===== config.mk =====
export PLATFORM = sky130hd
export DESIGN_NAME = sdram_init_seq
export DESIGN_NICKNAME = d
export VERILOG_FILES = /design/src/rtl/sdram_init_pkg.sv /design/src/rtl/sdr_timing_table.sv /design/src/rtl/sdr_down_counter.sv /design/src/rtl/sdr_refresh_timer.sv /design/src/rtl/sdr_cmd_encoder.sv /design/src/rtl/sdram_init_seq.sv
export SDC_FILE = /design/constraint.sdc
export NUM_CORES = 1
export LEC_CHECK = 0
export ABC_CLOCK_PERIOD_IN_PS = 2480
export BUFFER_PORTS_ARGS = -buffer_cell sky130_fd_sc_hd__buf_2
export CAP_MARGIN = 20
export CORE_MARGIN = 2
export CORE_UTILIZATION = 54
export CTS_CLUSTER_SIZE = 10
export DETAILED_ROUTE_END_ITERATION = 16
export PLACE_DENSITY_LB_ADDON = 0.25
export SLEW_MARGIN = 15
export SYNTH_ARGS = -nofsm -noshare
export SYNTH_HDL_FRONTEND = slang
export SYNTH_SLANG_ARGS = --single-unit

===== constraint.sdc =====
create_clock -name clk -period 2.48 [get_ports clk]
set_clock_uncertainty 0.15 [all_clocks]
set_input_delay 0.248 -clock clk [delete_from_list [all_inputs] [get_ports clk]]
set_output_delay 0.248 -clock clk [all_outputs]
set_load 0.1 [all_outputs]

===== src/rtl/sdram_init_pkg.sv =====
package sdram_init_pkg;

    typedef enum logic [1:0] {
        CMD_NOP  = 2'd0,
        CMD_PALL = 2'd1,
        CMD_AREF = 2'd2,
        CMD_MRS  = 2'd3
    } init_cmd_e;

    typedef enum logic [2:0] {
        ST_POWER_WAIT,
        ST_NOP_WAIT,
        ST_PRECHARGE,
        ST_REFRESH_BURST,
        ST_MODE_SET,
        ST_MODE_DELAY,
        ST_RUN
    } init_state_e;

    typedef struct packed {
        logic cs_n;
        logic ras_n;
        logic cas_n;
        logic we_n;
    } cmd_pins_t;

    // number of fields published on the timing vector
    localparam int unsigned NUM_TFIELDS = 12;

    // field indices
    localparam int unsigned TF_RP   = 0;
    localparam int unsigned TF_RC   = 6;
    localparam int unsigned TF_RFC  = 7;
    localparam int unsigned TF_MRD  = 10;

    // field source kinds
    localparam int unsigned KIND_NS      = 0;
    localparam int unsigned KIND_CYC     = 1;
    localparam int unsigned KIND_CYC_RP  = 2;

    // ceiling conversion of nanoseconds to cycles, never below one cycle
    function automatic int unsigned ns_to_cycles(input int unsigned ns, input int unsigned mhz);
        int unsigned c;
        c = (ns * mhz + 999) / 1000;
        if (c == 0) c = 1;
        return c;
    endfunction

    function automatic cmd_pins_t encode_cmd(input init_cmd_e c);
        cmd_pins_t p;
        unique case (c)
            CMD_NOP:  p = '{cs_n: 1'b0, ras_n: 1'b1, cas_n: 1'b1, we_n: 1'b1};
            CMD_PALL: p = '{cs_n: 1'b0, ras_n: 1'b0, cas_n: 1'b1, we_n: 1'b0};
            CMD_AREF: p = '{cs_n: 1'b0, ras_n: 1'b0, cas_n: 1'b0, we_n: 1'b1};
            CMD_MRS:  p = '{cs_n: 1'b0, ras_n: 1'b0, cas_n: 1'b0, we_n: 1'b0};
            default:  p = '{cs_n: 1'b0, ras_n: 1'b1, cas_n: 1'b1, we_n: 1'b1};
        endcase
        return p;
    endfunction

endpackage


===== src/rtl/sdr_timing_table.sv =====
module sdr_timing_table
    import sdram_init_pkg::*;
#(
    parameter int unsigned CLK_MHZ   = 50,
    parameter int unsigned TCYC_W    = 5,
    parameter int unsigned REF_W     = 8,
    parameter int unsigned T_RP_NS   = 24,
    parameter int unsigned T_RAS_NS  = 40,
    parameter int unsigned T_SREX_NS = 78,
    parameter int unsigned T_APR_CYC = 2,
    parameter int unsigned T_DAL_CYC = 2,
    parameter int unsigned T_WR_NS   = 18,
    parameter int unsigned T_RC_NS   = 70,
    parameter int unsigned T_RFC_NS  = 70,
    parameter int unsigned T_XSR_NS  = 78,
    parameter int unsigned T_RRD_NS  = 18,
    parameter int unsigned T_MRD_CYC = 2,
    parameter int unsigned RAS_LAT   = 3,
    parameter int unsigned T_REF_NS  = 7513
) (
    output logic [NUM_TFIELDS*TCYC_W-1:0] timing_cyc,
    output logic [TCYC_W-1:0]             gap_rp,
    output logic [TCYC_W-1:0]             gap_aref,
    output logic [TCYC_W-1:0]             gap_mrd,
    output logic [REF_W-1:0]              ref_reload
);

    localparam int unsigned SRC [NUM_TFIELDS] = '{
        T_RP_NS, T_RAS_NS, T_SREX_NS, T_APR_CYC, T_DAL_CYC, T_WR_NS,
        T_RC_NS, T_RFC_NS, T_XSR_NS, T_RRD_NS, T_MRD_CYC, RAS_LAT
    };
    localparam int unsigned KIND [NUM_TFIELDS] = '{
        KIND_NS, KIND_NS, KIND_NS, KIND_CYC, KIND_CYC_RP, KIND_NS,
        KIND_NS, KIND_NS, KIND_NS, KIND_NS, KIND_CYC, KIND_CYC
    };

    localparam int unsigned RP_CYC  = ns_to_cycles(T_RP_NS, CLK_MHZ);
    localparam int unsigned RC_CYC  = ns_to_cycles(T_RC_NS, CLK_MHZ);
    localparam int unsigned RFC_CYC = ns_to_cycles(T_RFC_NS, CLK_MHZ);
    localparam int unsigned AREF_GAP = (RFC_CYC > RC_CYC) ? RFC_CYC : RC_CYC;
    localparam int unsigned REF_CYC = ns_to_cycles(T_REF_NS, CLK_MHZ);

    for (genvar k = 0; k < NUM_TFIELDS; k++) begin : g_field
        localparam int unsigned VAL =
            (KIND[k] == KIND_NS)  ? ns_to_cycles(SRC[k], CLK_MHZ) :
            (KIND[k] == KIND_CYC) ? SRC[k] : SRC[k] + RP_CYC;
        assign timing_cyc[k*TCYC_W +: TCYC_W] = TCYC_W'(VAL);
    end

    assign gap_rp     = TCYC_W'(RP_CYC);
    assign gap_aref   = TCYC_W'(AREF_GAP);
    assign gap_mrd    = TCYC_W'(T_MRD_CYC);
    assign ref_reload = REF_W'(REF_CYC >> 4);

endmodule


===== src/rtl/sdr_down_counter.sv =====
module sdr_down_counter #(
    parameter int unsigned W         = 8,
    parameter int unsigned RESET_VAL = 0
) (
    input  logic         clk,
    input  logic         rst_n,
    input  logic         load,
    input  logic [W-1:0] load_val,
    output logic         is_zero
);

    logic [W-1:0] cnt_q;

    always_ff @(posedge clk or negedge rst_n) begin
        if (!rst_n) begin
            cnt_q <= W'(RESET_VAL);
        end else if (load) begin
            cnt_q <= load_val;
        end else if (cnt_q != '0) begin
            cnt_q <= cnt_q - 1'b1;
        end
    end

    assign is_zero = (cnt_q == '0);

endmodule


===== src/rtl/sdr_refresh_timer.sv =====
module sdr_refresh_timer #(
    parameter int unsigned RELOAD_W  = 8,
    parameter int unsigned PRESCALE  = 4
) (
    input  logic                clk,
    input  logic                rst_n,
    input  logic                load,
    input  logic [RELOAD_W-1:0] reload_val,
    output logic                tick
);

    localparam int unsigned CNT_W = RELOAD_W + PRESCALE;

    logic                armed_q;
    logic [RELOAD_W-1:0] reload_q;
    logic [CNT_W-1:0]    cnt_q;

    always_ff @(posedge clk or negedge rst_n) begin
        if (!rst_n) begin
            armed_q  <= 1'b0;
            reload_q <= '0;
            cnt_q    <= '0;
        end else if (load) begin
            armed_q  <= 1'b1;
            reload_q <= reload_val;
            cnt_q    <= {reload_val, {PRESCALE{1'b0}}} - 1'b1;
        end else if (armed_q) begin
            if (cnt_q == '0) begin
                cnt_q <= {reload_q, {PRESCALE{1'b0}}} - 1'b1;
            end else begin
                cnt_q <= cnt_q - 1'b1;
            end
        end
    end

    assign tick = armed_q && !load && (cnt_q == '0);

endmodule


===== src/rtl/sdr_cmd_encoder.sv =====
module sdr_cmd_encoder
    import sdram_init_pkg::*;
#(
    parameter int unsigned ADDR_W  = 13,
    parameter int unsigned BA_W    = 2,
    parameter int unsigned ROW_LSB = 12,
    parameter int unsigned SRC_W   = ROW_LSB + ADDR_W
) (
    input  logic              clk,
    input  logic              rst_n,
    input  init_cmd_e         cmd,
    input  logic              cke_d,
    input  logic              done_d,
    input  logic [SRC_W-1:0]  src_word,
    output logic              cke,
    output logic              cs_n,
    output logic              ras_n,
    output logic              cas_n,
    output logic              we_n,
    output logic [BA_W-1:0]   ba,
    output logic [ADDR_W-1:0] addr,
    output logic              init_done
);

    cmd_pins_t pins_d;
    assign pins_d = encode_cmd(cmd);

    always_ff @(posedge clk or negedge rst_n) begin
        if (!rst_n) begin
            cke       <= 1'b0;
            cs_n      <= 1'b0;
            ras_n     <= 1'b1;
            cas_n     <= 1'b1;
            we_n      <= 1'b1;
            ba        <= '0;
            addr      <= '0;
            init_done <= 1'b0;
        end else begin
            cke       <= cke_d;
            cs_n      <= pins_d.cs_n;
            ras_n     <= pins_d.ras_n;
            cas_n     <= pins_d.cas_n;
            we_n      <= pins_d.we_n;
            ba        <= '0;
            addr      <= src_word[ROW_LSB +: ADDR_W];
            init_done <= done_d;
        end
    end

endmodule


===== src/rtl/sdram_init_seq.sv =====
module sdram_init_seq
    import sdram_init_pkg::*;
#(
    parameter int unsigned CLK_MHZ         = 50,
    parameter int unsigned ADDR_W          = 13,
    parameter int unsigned BA_W            = 2,
    parameter int unsigned TCYC_W          = 5,
    parameter int unsigned REF_W           = 8,
    parameter int unsigned PWR_WAIT_CYC    = 5000,
    parameter int unsigned NOP_WAIT_CYC    = 10000,
    parameter int unsigned BURST_CYC       = 256,
    parameter int unsigned INIT_REF_RELOAD = 2,
    parameter int unsigned T_RP_NS         = 24,
    parameter int unsigned T_RAS_NS        = 40,
    parameter int unsigned T_SREX_NS       = 78,
    parameter int unsigned T_APR_CYC       = 2,
    parameter int unsigned T_DAL_CYC       = 2,
    parameter int unsigned T_WR_NS         = 18,
    parameter int unsigned T_RC_NS         = 70,
    parameter int unsigned T_RFC_NS        = 70,
    parameter int unsigned T_XSR_NS        = 78,
    parameter int unsigned T_RRD_NS        = 18,
    parameter int unsigned T_MRD_CYC       = 2,
    parameter int unsigned RAS_LAT         = 3,
    parameter int unsigned CAS_LAT         = 3,
    parameter int unsigned BURST_CODE      = 3,
    parameter int unsigned T_REF_NS        = 7513,
    parameter int unsigned ROW_LSB         = 12
) (
    input  logic                          clk,
    input  logic                          rst_n,
    output logic                          cke,
    output logic                          cs_n,
    output logic                          ras_n,
    output logic                          cas_n,
    output logic                          we_n,
    output logic [BA_W-1:0]               ba,
    output logic [ADDR_W-1:0]             addr,
    output logic                          init_done,
    output logic [NUM_TFIELDS*TCYC_W-1:0] timing_cyc
);

    localparam int unsigned MAX_WAIT =
        (PWR_WAIT_CYC > NOP_WAIT_CYC) ?
            ((PWR_WAIT_CYC > BURST_CYC) ? PWR_WAIT_CYC : BURST_CYC) :
            ((NOP_WAIT_CYC > BURST_CYC) ? NOP_WAIT_CYC : BURST_CYC);
    localparam int unsigned MAIN_W   = $clog2(MAX_WAIT + 1);
    localparam int unsigned SRC_W    = ROW_LSB + ADDR_W;
    localparam int unsigned MODE_VAL = (CAS_LAT << 4) | BURST_CODE;
    localparam logic [SRC_W-1:0] MODE_WORD = SRC_W'(MODE_VAL) << ROW_LSB;
    localparam logic [SRC_W-1:0] PALL_WORD = SRC_W'(1) << (ROW_LSB + 10);

    // timing constants
    logic [TCYC_W-1:0] gap_rp, gap_aref, gap_mrd;
    logic [REF_W-1:0]  ref_normal;

    sdr_timing_table #(
        .CLK_MHZ(CLK_MHZ), .TCYC_W(TCYC_W), .REF_W(REF_W),
        .T_RP_NS(T_RP_NS), .T_RAS_NS(T_RAS_NS), .T_SREX_NS(T_SREX_NS),
        .T_APR_CYC(T_APR_CYC), .T_DAL_CYC(T_DAL_CYC), .T_WR_NS(T_WR_NS),
        .T_RC_NS(T_RC_NS), .T_RFC_NS(T_RFC_NS), .T_XSR_NS(T_XSR_NS),
        .T_RRD_NS(T_RRD_NS), .T_MRD_CYC(T_MRD_CYC), .RAS_LAT(RAS_LAT),
        .T_REF_NS(T_REF_NS)
    ) u_table (
        .timing_cyc (timing_cyc),
        .gap_rp     (gap_rp),
        .gap_aref   (gap_aref),
        .gap_mrd    (gap_mrd),
        .ref_reload (ref_normal)
    );

    // control signals
    init_state_e       state_q, state_d;
    init_cmd_e         cmd;
    logic              cke_d, done_d;
    logic [SRC_W-1:0]  src_word;
    logic              main_load, main_zero;
    logic [MAIN_W-1:0] main_val;
    logic              gap_load, gap_zero;
    logic [TCYC_W-1:0] gap_val;
    logic              ref_load, ref_tick, ref_pend_q, pend_clr;
    logic [REF_W-1:0]  ref_val;
    logic              aref_go;

    sdr_down_counter #(.W(MAIN_W), .RESET_VAL(PWR_WAIT_CYC - 1)) u_main_cnt (
        .clk(clk), .rst_n(rst_n), .load(main_load), .load_val(main_val), .is_zero(main_zero)
    );

    sdr_down_counter #(.W(TCYC_W), .RESET_VAL(0)) u_gap_cnt (
        .clk(clk), .rst_n(rst_n), .load(gap_load), .load_val(gap_val), .is_zero(gap_zero)
    );

    sdr_refresh_timer #(.RELOAD_W(REF_W), .PRESCALE(4)) u_ref_timer (
        .clk(clk), .rst_n(rst_n), .load(ref_load), .reload_val(ref_val), .tick(ref_tick)
    );

    always_ff @(posedge clk or negedge rst_n) begin
        if (!rst_n)        ref_pend_q <= 1'b0;
        else if (ref_tick) ref_pend_q <= 1'b1;
        else if (pend_clr) ref_pend_q <= 1'b0;
    end

    assign aref_go = ref_pend_q && gap_zero;

    // state register
    always_ff @(posedge clk or negedge rst_n) begin
        if (!rst_n) state_q <= ST_POWER_WAIT;
        else        state_q <= state_d;
    end

    // next state
    always_comb begin
        state_d = state_q;
        unique case (state_q)
            ST_POWER_WAIT:    if (main_zero) state_d = ST_NOP_WAIT;
            ST_NOP_WAIT:      if (main_zero) state_d = ST_PRECHARGE;
            ST_PRECHARGE:     state_d = ST_REFRESH_BURST;
            ST_REFRESH_BURST: if (!aref_go && main_zero && gap_zero) state_d = ST_MODE_SET;
            ST_MODE_SET:      state_d = ST_MODE_DELAY;
            ST_MODE_DELAY:    if (gap_zero) state_d = ST_RUN;
            ST_RUN:           state_d = ST_RUN;
            default:          state_d = ST_POWER_WAIT;
        endcase
    end

    // outputs
    always_comb begin
        cmd       = CMD_NOP;
        cke_d     = 1'b1;
        done_d    = 1'b0;
        src_word  = '0;
        main_load = 1'b0;
        main_val  = '0;
        gap_load  = 1'b0;
        gap_val   = '0;
        ref_load  = 1'b0;
        ref_val   = '0;
        pend_clr  = 1'b0;
        unique case (state_q)
            ST_POWER_WAIT: begin
                cke_d = 1'b0;
                if (main_zero) begin
                    main_load = 1'b1;
                    main_val  = MAIN_W'(NOP_WAIT_CYC - 1);
                end
            end
            ST_NOP_WAIT: ;
            ST_PRECHARGE: begin
                cmd       = CMD_PALL;
                src_word  = PALL_WORD;
                main_load = 1'b1;
                main_val  = MAIN_W'(BURST_CYC - 1);
                gap_load  = 1'b1;
                gap_val   = gap_rp - 1'b1;
                ref_load  = 1'b1;
                ref_val   = REF_W'(INIT_REF_RELOAD);
            end
            ST_REFRESH_BURST: begin
                if (aref_go) begin
                    cmd      = CMD_AREF;
                    gap_load = 1'b1;
                    gap_val  = gap_aref - 1'b1;
                    pend_clr = 1'b1;
                end else if (main_zero && gap_zero) begin
                    ref_load = 1'b1;
                    ref_val  = ref_normal;
                end
            end
            ST_MODE_SET: begin
                cmd      = CMD_MRS;
                src_word = MODE_WORD;
                gap_load = 1'b1;
                gap_val  = gap_mrd - 1'b1;
            end
            ST_MODE_DELAY: ;
            ST_RUN: begin
                done_d = 1'b1;
                if (aref_go) begin
                    cmd      = CMD_AREF;
                    gap_load = 1'b1;
                    gap_val  = gap_aref - 1'b1;
                    pend_clr = 1'b1;
                end
            end
            default: cke_d = 1'b0;
        endcase
    end

    sdr_cmd_encoder #(.ADDR_W(ADDR_W), .BA_W(BA_W), .ROW_LSB(ROW_LSB), .SRC_W(SRC_W)) u_enc (
        .clk       (clk),
        .rst_n     (rst_n),
        .cmd       (cmd),
        .cke_d     (cke_d),
        .done_d    (done_d),
        .src_word  (src_word),
        .cke       (cke),
        .cs_n      (cs_n),
        .ras_n     (ras_n),
        .cas_n     (cas_n),
        .we_n      (we_n),
        .ba        (ba),
        .addr      (addr),
        .init_done (init_done)
    );

endmodule


==> impl_metrics.yaml, run 1 <==
global_route:
  overflow: 0
  track_usage: 0.187
  grt_pass1_vias: 2037
  grt_pass1_wl_um: 9470
  antenna_found_initial: 0
  grt_max_degree: 29
critical_path:
  path_max_fanout: 6
  slowest_delay_ns: 0.51
  cp_num_cells: 6
  crit_slowest_cell: "or4b_4"
  critPathTopFamily: "simple AND/OR/NAND/NOR gates"
  path_buf_inv: 1
  r2r-start: "u_ref_timer.cnt_q[0]"
  critical_path.cell_chain: "inv_1 -> ha_1 -> or4b_4 -> or4_4 -> a2111oi_4 -> a311o_1"
  endpoint: "u_ref_timer.cnt_q[8]"
  endpoint_kind: "register"
  r2r_setup_slack_ns: 0.13
  cp.required_ns: 2.57
  path_class: "reg2reg"
  cp_data_arrival_time_ns: 2.44
  r2r_end: "u_ref_timer.cnt_q[8]"
  critPathLaunch: "u_ref_timer.cnt_q[0]"
  rr_worst_depth: 6
  startpoint_type: "register"
sta:
  setup_violations: 0
  fin_setup_tns_ns: 0
  hold_viol_final: 0
  fmax_mhz: 425
  fin_crit_ns: 2.35
  final_max_slew_viol_count: 0
  rsz0062_at_grt: "false"
  slew_headroom: 0.558
  setup_ws_ns: 0.127
  min_period_over_period: 0.949
  holdWs_ns: 0.339
  worst_pin_slew_ns: 0.656
logic_synthesis:
  synth.distinct_cells: 60
  synth_commonest_cells: "74 x buf_4, 35 x dfrtp_1, 20 x nand2_1"
  synth.most_common_cell: "buf_4"
  async_flop_share: 1.00
  synth_edf_count: 0
  synth_area_leaders: "dfrtp_1 28%, buf_4 18%, dfstp_2 8.3%"
  yosysSeqAreaShare: 0.360
  syn_area_um2: 3160
  synth_top_area_cell: "dfrtp_1"
  synth_top_area_share: 0.277
  synth_flop_cell: "dfrtp_1"
  ys_ff_latch: 45
  synth.avg_cell_area_um2: 9.04
  ys_warn_count: 0
  postSynthCellCount: 350
layout:
  diodes: 0
  final_nets: 375
  fin_util: 0.569
  final_cells: 434
  area_growth_pct: 0.198
  fillers: 517
  layout-drive-gt1-share: 0.146
route:
  drtIter0Drc: 131
  vias: 2304
  final_antenna_net_count: 0
  viasPerCell: 5.31
  wl_um: 5590
  drc: 0
  wire_per_inst_um: 12.9
  first_pass_iters: 4
clock_tree:
  clkTransAtPathRegs_ns: 0.08
  cts_max_path_buffers: 2
  insertion_delay_ns: 0.30
  cts.sinks: 45
  h-tree-depth: 2
  postCtsSetupBuffers: 0
  cts_tree: "yes"
  cts_inserted_buffers: 5
  cts-root-buf: "clkbuf_8"
die:
  fp.dieH_um: 80.5
  start_util: 0.567
  num_rows: 27
  die_area_um2: 6490
  io_pins: 83
  coreArea_um2: 5570
  die_w_um: 80.5
placed_design:
  gp_congestion: 0.801
  dp_hpwl_um: 4100
  dp_slack_ns: 0.148
  port_buffers: 11
  dp_cells: 425
hold_path:
  min_path_type: "reg2reg"
outcome:
  outcome: "finished, final reports clean"
power:
  power.static_leakage_nw: 1.51
  peakVddDrop_mv: 0.339
  p_per_area_nw_per_um2: 567
job:
  cap_violations: 0
layer usage:
metal	GRT usage	vias up	part of all wire	wire (um)
met5	0	-	0	0
met4	0.0712	0	0.018	98
met3	0.0303	9	0.051	287
met2	0.296	79	0.47	2620
met1	0.256	1099	0.46	2580
li1	-	1117	-	-
cells by family (layout without fill, tap and decap cells):
group / after synthesis / in the layout / share of synthesized area
AND/OR/NAND/NOR: 110 / 110 / 0.197
buffers and inverters: 105 / 48 / 0.216
AO/OA/AOI/OAI: 67 / 67 / 0.151
flip-flops: 45 / 45 / 0.360
adder cells (fa/ha/maj): 12 / 12 / 0.0475
XOR/XNOR: 5 / 5 / 0.0138
multiplexers: 4 / 4 / 0.0131
other: 2 / 71 / 0.00237
cells in the final DEF (no fill, tap or decap), types with 5 or more instances in the layout:
| cell type | netlist | routed |
|---|---|---|
| a21oi_1 | 11 | 11 |
| and2_1 | 5 | 5 |
| buf_2 | 3 | 11 |
| buf_4 | 74 | 12 |
| clkbuf_8 | 0 | 6 |
| conb_1 | 2 | 71 |
| dfrtp_1 | 35 | 35 |
| dfstp_2 | 10 | 10 |
| ha_1 | 12 | 12 |
| inv_1 | 16 | 16 |
| nand2_1 | 20 | 20 |
| nand3_1 | 7 | 7 |
| nor2_1 | 18 | 18 |
| nor3_1 | 13 | 13 |
| nor4_1 | 8 | 8 |
| o21ai_0 | 16 | 16 |
| o31ai_1 | 7 | 7 |
| or3_1 | 6 | 6 |
| or4_1 | 7 | 7 |
| xnor2_1 | 5 | 5 |
worst min-delay path, delay by kind of cell, from the launching register on:
| kind | cells | cell delay [ns] |
|---|---|---|
| AND/OR/NAND/NOR | 1 | 0.05 |
| flip-flops | 1 | 0.35 |
| buffers and inverters | 1 | 0.06 |
worst min path at each step:
stage | slack, ns | start | end | cells past startpoint
global route | 0.38 | u_ref_timer.reload_q[2] | u_ref_timer.reload_q[2] | 1
detailed placement | 0.17 | rst_n | u_ref_timer.reload_q[1] | 1
CTS | 0.35 | u_ref_timer.reload_q[2] | u_ref_timer.reload_q[2] | 1
floorplan | -0.20 | rst_n | ref_pend_q | 0
finish | 0.34 | u_ref_timer.reload_q[1] | u_ref_timer.reload_q[1] | 2
global placement | 0.15 | rst_n | u_ref_timer.reload_q[1] | 1
through the flow:
| stage | cell area, um2 | total power, mW |
|---|---|---|
| after floorplan | 3420 | 1.30 |
| after global placement | 3030 | 1.23 |
| after detailed placement | 3030 | 1.23 |
| after CTS | 3160 | 1.81 |
| after global routing | 3170 | 1.86 |
| final | 3170 | 1.80 |
final cells by class:
class                           instances  area [um2]  area share
Clock inverter                          2        37.5      0.0118
Tap cell                               72        90.1      0.0284
Inverter                               16        60.1      0.0189
Clock buffer                            6        82.6      0.0261
Multi-Input combinational cell        269        1610       0.507
Timing Repair Buffer                   24         155      0.0490
Sequential cell                        45        1140       0.359
state kept, by name (all words and copies together) (netlist names):
signal / flops
state_q: 3
u_enc.init_done: 1
u_enc.we_n: 1
ref_pend_q: 1
u_gap_cnt.cnt_q: 5
u_enc.cke: 1
u_ref_timer.reload_q: 2
u_ref_timer.armed_q: 1
u_enc.cas_n: 1
u_enc.addr: 2
u_enc.ras_n: 1
u_ref_timer.cnt_q: 12
u_main_cnt.cnt_q: 14
where the power goes:
group	total (mW)	switching, mW	internal, mW
clock network	0.580	0.252	0.328
logic	0.484	0.480	0.00362
registers	0.734	0	0.734
what timing repair did:
item,in CTS,in global routing
hold buffers,1,0
resized for setup,0,1
endpoints found under the hold margin,20,0
endpoints found under the setup margin,0,2
Power figures use the tool's default switching activity.
==> run 2: changes to the inputs <==
- CORE_MARGIN: 2 -> 5
- PLACE_DENSITY: not set -> 0.87
- PLACE_DENSITY_LB_ADDON: 0.25 -> not set
==> run 2 against run 1 <==
Die area rose by 15%. Final cell count fell by 0.23%. Sequential power barely moved. Power fell by 4.4%. Critical endpoint is now state_q[1]. Largest cell class unchanged. Largest power group unchanged. Highest routed layer unchanged.
==> impl_metrics.yaml, run 2 (synthesized netlist as in run 1, its figures left out) <==
outcome:
  outcome: "finished, final reports clean"
die:
  die_area_um2: 7490
  coreArea_um2: 5610
  num_rows: 27
  io_pins: 83
  fp.dieH_um: 86.5
  die_w_um: 86.5
  start_util: 0.564
power:
  p_seq_frac: 0.427
  p_per_area_nw_per_um2: 543
  peakVddDrop_mv: 0.357
  swShare: 0.424
  power.static_leakage_nw: 1.51
  clkPwrFrac: 0.290
  p_comb_frac: 0.282
  internal_power_uw: 989
  switchingPower_uw: 728
sta:
  hold_viol_final: 0
  rsz0062_at_grt: "false"
  final_max_slew_viol_count: 0
  fin_crit_ns: 2.36
  slew_headroom: 0.365
  worst_pin_slew_ns: 0.953
  fin_setup_tns_ns: 0
  min_period_over_period: 0.953
  setup_violations: 0
  fmax_mhz: 423
critical_path:
  startpoint_type: "register"
  rr_worst_depth: 6
  critical_path.cell_chain: "inv_1 -> ha_1 -> or4b_1 -> o21ai_0 -> a32o_1 -> mux2_2"
  r2r-start: "u_gap_cnt.cnt_q[0]"
  path_class: "reg2reg"
  endpoint_kind: "register"
  cp_data_arrival_time_ns: 2.40
  path_max_fanout: 6
  r2r_end: "state_q[1]"
  cp.required_ns: 2.51
  slowest_delay_ns: 0.57
  crit_slowest_cell: "or4b_1"
  r2r_setup_slack_ns: 0.12
placed_design:
  port_buffers: 11
  dp_hpwl_um: 4400
  gp_congestion: 0.849
clock_tree:
  cts_max_path_buffers: 2
  postCtsSetupBuffers: 0
  h-tree-depth: 2
  insertion_delay_ns: 0.30
  clkTransAtPathRegs_ns: 0.08
  cts_tree: "yes"
  cts_inserted_buffers: 5
  cts-root-buf: "clkbuf_8"
  cts.sinks: 45
global_route:
  grt_max_degree: 46
  grt_pass1_wl_um: 9670
  grt_pass1_vias: 2170
  antenna_found_initial: 0
  track_usage: 0.157
  overflow: 0
layout:
  top_register: "u_main_cnt.cnt_q"
  layout-drive-gt1-share: 0.152
  area_growth_pct: 0.0792
  top_regs: "u_main_cnt.cnt_q x14, u_ref_timer.cnt_q x12, u_gap_cnt.cnt_q x5"
  diodes: 0
  largest_register_ffs: 14
  layout_common_cells: "71 x conb_1, 35 x dfrtp_1, 20 x nand2_1, 18 x nor2_1, 16 x o21ai_0"
  final_common_cell: "conb_1"
  final_nets: 374
  fin_util: 0.564
job:
  cap_violations: 0
route:
  drc: 0
  final_antenna_net_count: 0
  vias: 2352
  first_pass_iters: 4
  drtIter0Drc: 157
  wl_um: 5920
  wire_per_inst_um: 13.7
  viasPerCell: 5.43
hold_path:
  min_path_type: "reg2reg"
  min_from: "u_ref_timer.reload_q[2]"
  worstHoldEndpoint: "u_ref_timer.reload_q[2]"
  whs_path_depth: 1
[run 2: repair_timing]
action | CTS | global route
resized for setup | 0 | 5
endpoints found under the setup margin | 0 | 11
hold endpoints to repair | 35 | 0
hold buffers | 1 | 0
[run 2: layout make-up]
| type | count | area (um2) |
|---|---|---|
| Clock buffer | 7 | 96.3 |
| Clock inverter | 1 | 5.00 |
| Fill cell | 521 | 2440 |
| Inverter | 16 | 60.1 |
| Multi-Input combinational cell | 269 | 1620 |
| Sequential cell | 45 | 1140 |
| Tap cell | 72 | 90.1 |
| Timing Repair Buffer | 23 | 160 |
[run 2: worst max path at each step]
stage                          from                    end  slack [ns]  cells after the start
6_report         u_gap_cnt.cnt_q[0]             state_q[1]        0.12                      6
5_1_grt        u_ref_timer.cnt_q[0]   u_ref_timer.cnt_q[8]        0.01                      6
4_1_cts          u_gap_cnt.cnt_q[0]  u_ref_timer.cnt_q[11]        0.07                      7
3_5_place_dp     u_gap_cnt.cnt_q[0]  u_ref_timer.cnt_q[11]        0.09                      7
3_3_place_gp     u_gap_cnt.cnt_q[0]  u_ref_timer.cnt_q[11]        0.19                      7
2_1_floorplan  u_ref_timer.cnt_q[0]   u_ref_timer.cnt_q[8]        0.23                      6
[run 2: power by group through the flow]
stage | logic, mW | clock network (mW) | registers (mW)
2_1_floorplan | 0.552 | 0 | 0.748
3_3_place_gp | 0.481 | 0 | 0.748
3_5_place_dp | 0.481 | 0 | 0.748
4_1_cts | 0.482 | 0.515 | 0.734
5_1_grt | 0.496 | 0.550 | 0.734
6_report | 0.485 | 0.499 | 0.734
[run 2: worst max-delay path: cells and delay by family (launching register included)]
kind | cells | cell delay (ns)
AND/OR/NAND/NOR | 1 | 0.57
AO/OA/AOI/OAI | 2 | 0.47
flip-flops | 1 | 0.40
multiplexers | 1 | 0.36
adder cells (fa/ha/maj) | 1 | 0.20
buffers and inverters | 1 | 0.11
[run 2: through the flow]
| stage | setup WS [ns] | hold WS, ns | power [mW] | instances | area, um2 |
|---|---|---|---|---|---|
| after floorplan | 0.234 | -0.198 | 1.30 | 419 | 3420 |
| after global placement | 0.190 | 0.310 | 1.23 | 424 | 3040 |
| after detailed placement | 0.0935 | 0.304 | 1.23 | 424 | 3040 |
| after CTS | 0.0667 | 0.337 | 1.73 | 433 | 3150 |
| after global routing | 0.0135 | 0.350 | 1.78 | 433 | 3170 |
| final | 0.117 | 0.333 | 1.72 | 433 | 3170 |
[run 2: layer usage]
metal / part of all wire / global-route usage
met5: 0 / 0
met4: 0.016 / 0.0538
met3: 0.075 / 0.0437
met2: 0.48 / 0.257
met1: 0.43 / 0.200
==> run 3: changes to the inputs <==
- CORE_UTILIZATION: 54 -> 45
- PLACE_DENSITY: 0.87 -> 0.76
==> run 3 against run 2 <==
Core utilization is 9.8 points lower. Highest routed layer unchanged. Fmax increased by 0.52%. Sequential share of layout area fell by 0.21 points. Combinational power about the same.
==> impl_metrics.yaml, run 3 (synthesized netlist as in run 1, its figures left out) <==
layout:
  layout_common_cells: "71 x conb_1, 35 x dfrtp_1, 20 x nand2_1, 18 x nor2_1, 16 x o21ai_0"
  largest_register_ffs: 14
  final_nets: 373
  fillers: 674
  top_regs: "u_main_cnt.cnt_q x14, u_ref_timer.cnt_q x12, u_gap_cnt.cnt_q x5"
  fin_area_um2: 3180
  final_common_cell: "conb_1"
  top_register: "u_main_cnt.cnt_q"
  area_growth_pct: 0.672
  fin_util: 0.466
  layout-drive-gt1-share: 0.144
  diodes: 0
power:
  internal_power_mw: 1.07
  peakVddDrop_mv: 0.227
  clkPwrFrac: 0.322
  p_seq_frac: 0.408
  swShare: 0.407
  p_comb_frac: 0.270
  switchingPower_uw: 733
  power.static_leakage_nw: 1.50
  p_per_area_nw_per_um2: 565
global_route:
  grt_pass1_vias: 2062
  grt_max_degree: 27
  grt_pass1_wl_um: 9430
  overflow: 0
  antenna_found_initial: 0
  track_usage: 0.131
route:
  first_pass_iters: 4
  wl_um: 5870
  viasPerCell: 5.02
  drc: 0
  final_antenna_net_count: 0
  drtIter0Drc: 104
  vias: 2288
  wire_per_inst_um: 12.9
sta:
  fin_setup_tns_ns: 0
  setup_ws_ns: 0.130
  fin_crit_ns: 2.35
  hold_viol_final: 0
  worst_pin_slew_ns: 0.627
  setup_violations: 0
  final_max_slew_viol_count: 0
  rsz0062_at_grt: "false"
  slew_headroom: 0.578
  fmax_mhz: 425
  min_period_over_period: 0.948
clock_tree:
  cts-root-buf: "clkbuf_8"
  cts_max_path_buffers: 2
  cts.sinks: 45
  h-tree-depth: 2
  insertion_delay_ns: 0.30
  clkTransAtPathRegs_ns: 0.08
  cts_tree: "yes"
  cts_inserted_buffers: 5
placed_design:
  port_buffers: 11
  place_area_um2: 3050
  dp_slack_ns: 0.135
  gp_congestion: 0.860
  dp_hpwl_um: 4440
critical_path:
  path_max_fanout: 6
  cp_data_arrival_time_ns: 2.39
  slowest_delay_ns: 0.58
  path_buf_inv: 1
  path_class: "reg2reg"
  critPathTopFamily: "simple AND/OR/NAND/NOR gates"
  critical_path.cell_chain: "inv_1 -> ha_1 -> or4b_1 -> o21ai_0 -> a32o_1 -> mux2_2"
  cp.required_ns: 2.51
  startpoint_type: "register"
  endpoint_kind: "register"
  crit_slowest_cell: "or4b_1"
die:
  fp.dieH_um: 93.8
  die_area_um2: 8810
  io_pins: 83
  num_rows: 30
  die_w_um: 93.8
  coreArea_um2: 6830
  start_util: 0.463
job:
  cap_violations: 0
hold_path:
  min_path_type: "in2async"
outcome:
  outcome: "finished, final reports clean"
==> run 3: changes by cell type in the layout (fill, tap and decap cells not counted) <==
cell       before  now
clkbuf_1        0    1
bufinv_16       0    1
clkinv_2        1    0
a2111oi_2       1    0
a2111oi_0       0    1
clkbuf_8        7    6
buf_12          1    0
==> run 3: power by group through the flow <==
stage	clock [mW]	combinational [mW]	sequential (mW)
4_1_cts	0.590	0.483	0.734
5_1_grt	0.619	0.496	0.734
2_1_floorplan	0	0.552	0.748
3_5_place_dp	0	0.482	0.748
3_3_place_gp	0	0.482	0.748
6_report	0.580	0.485	0.734
==> run 3: worst paths after layout <==
kind                                              start                       to  slack, ns  cells past startpoint
worst min register to register  u_ref_timer.reload_q[2]  u_ref_timer.reload_q[2]       0.34                      1
worst min-delay path                              rst_n      u_main_cnt.cnt_q[3]       0.30                      3
worst max register to register       u_gap_cnt.cnt_q[0]               state_q[1]       0.13                      6
max in group asynchronous                         rst_n               u_enc.we_n       1.56                      3
min in group clk                u_ref_timer.reload_q[2]  u_ref_timer.reload_q[2]       0.34                      1
worst max-delay path                 u_gap_cnt.cnt_q[0]               state_q[1]       0.13                      6
==> run 3: what timing repair did <==
action / 4_1_cts / 5_1_grt
hold buffers: 1 / 0
endpoints found under the setup margin: 0 / 5
buffers inserted: 0 / 0
hold endpoints to repair: 35 / 0
gates resized for setup: 0 / 3
==> run 3: worst register-to-register path: stages, from the launching register on <==
cell and delay [ns]:
dfrtp_1 0.39, inv_1 0.10, ha_1 0.20, or4b_1 0.58, o21ai_0 0.22, a32o_1 0.25
mux2_2 0.35
==> run 3: final cells by class <==
class | count | area (um2) | area share
sequential | 45 | 1140 | 0.358
multi-input combinational | 269 | 1610 | 0.505
inverter | 16 | 60.1 | 0.0189
clock inverter | 1 | 30.0 | 0.00943
clock buffer | 7 | 86.3 | 0.0271
tap | 96 | 120 | 0.0377
timing repair buffer | 22 | 140 | 0.0440
==> run 3: routing by layer <==
| metal | part of all wire | wire length (um) | vias up | track usage |
|---|---|---|---|---|
| li1 | - | - | 1105 | - |
| met1 | 0.44 | 2590 | 1120 | 0.169 |
| met2 | 0.50 | 2920 | 56 | 0.221 |
| met3 | 0.050 | 296 | 7 | 0.0256 |
| met4 | 0.011 | 66 | 0 | 0.0385 |
| met5 | 0 | 0 | - | 0 |
==> run 3: through the flow <==
stage	hold slack, ns	std cells	total power [mW]
finish	0.299	456	1.80
global route	0.318	456	1.85
CTS	0.303	456	1.81
detailed placement	0.0993	447	1.23
global placement	0.0976	447	1.23
floorplan	-0.198	419	1.30
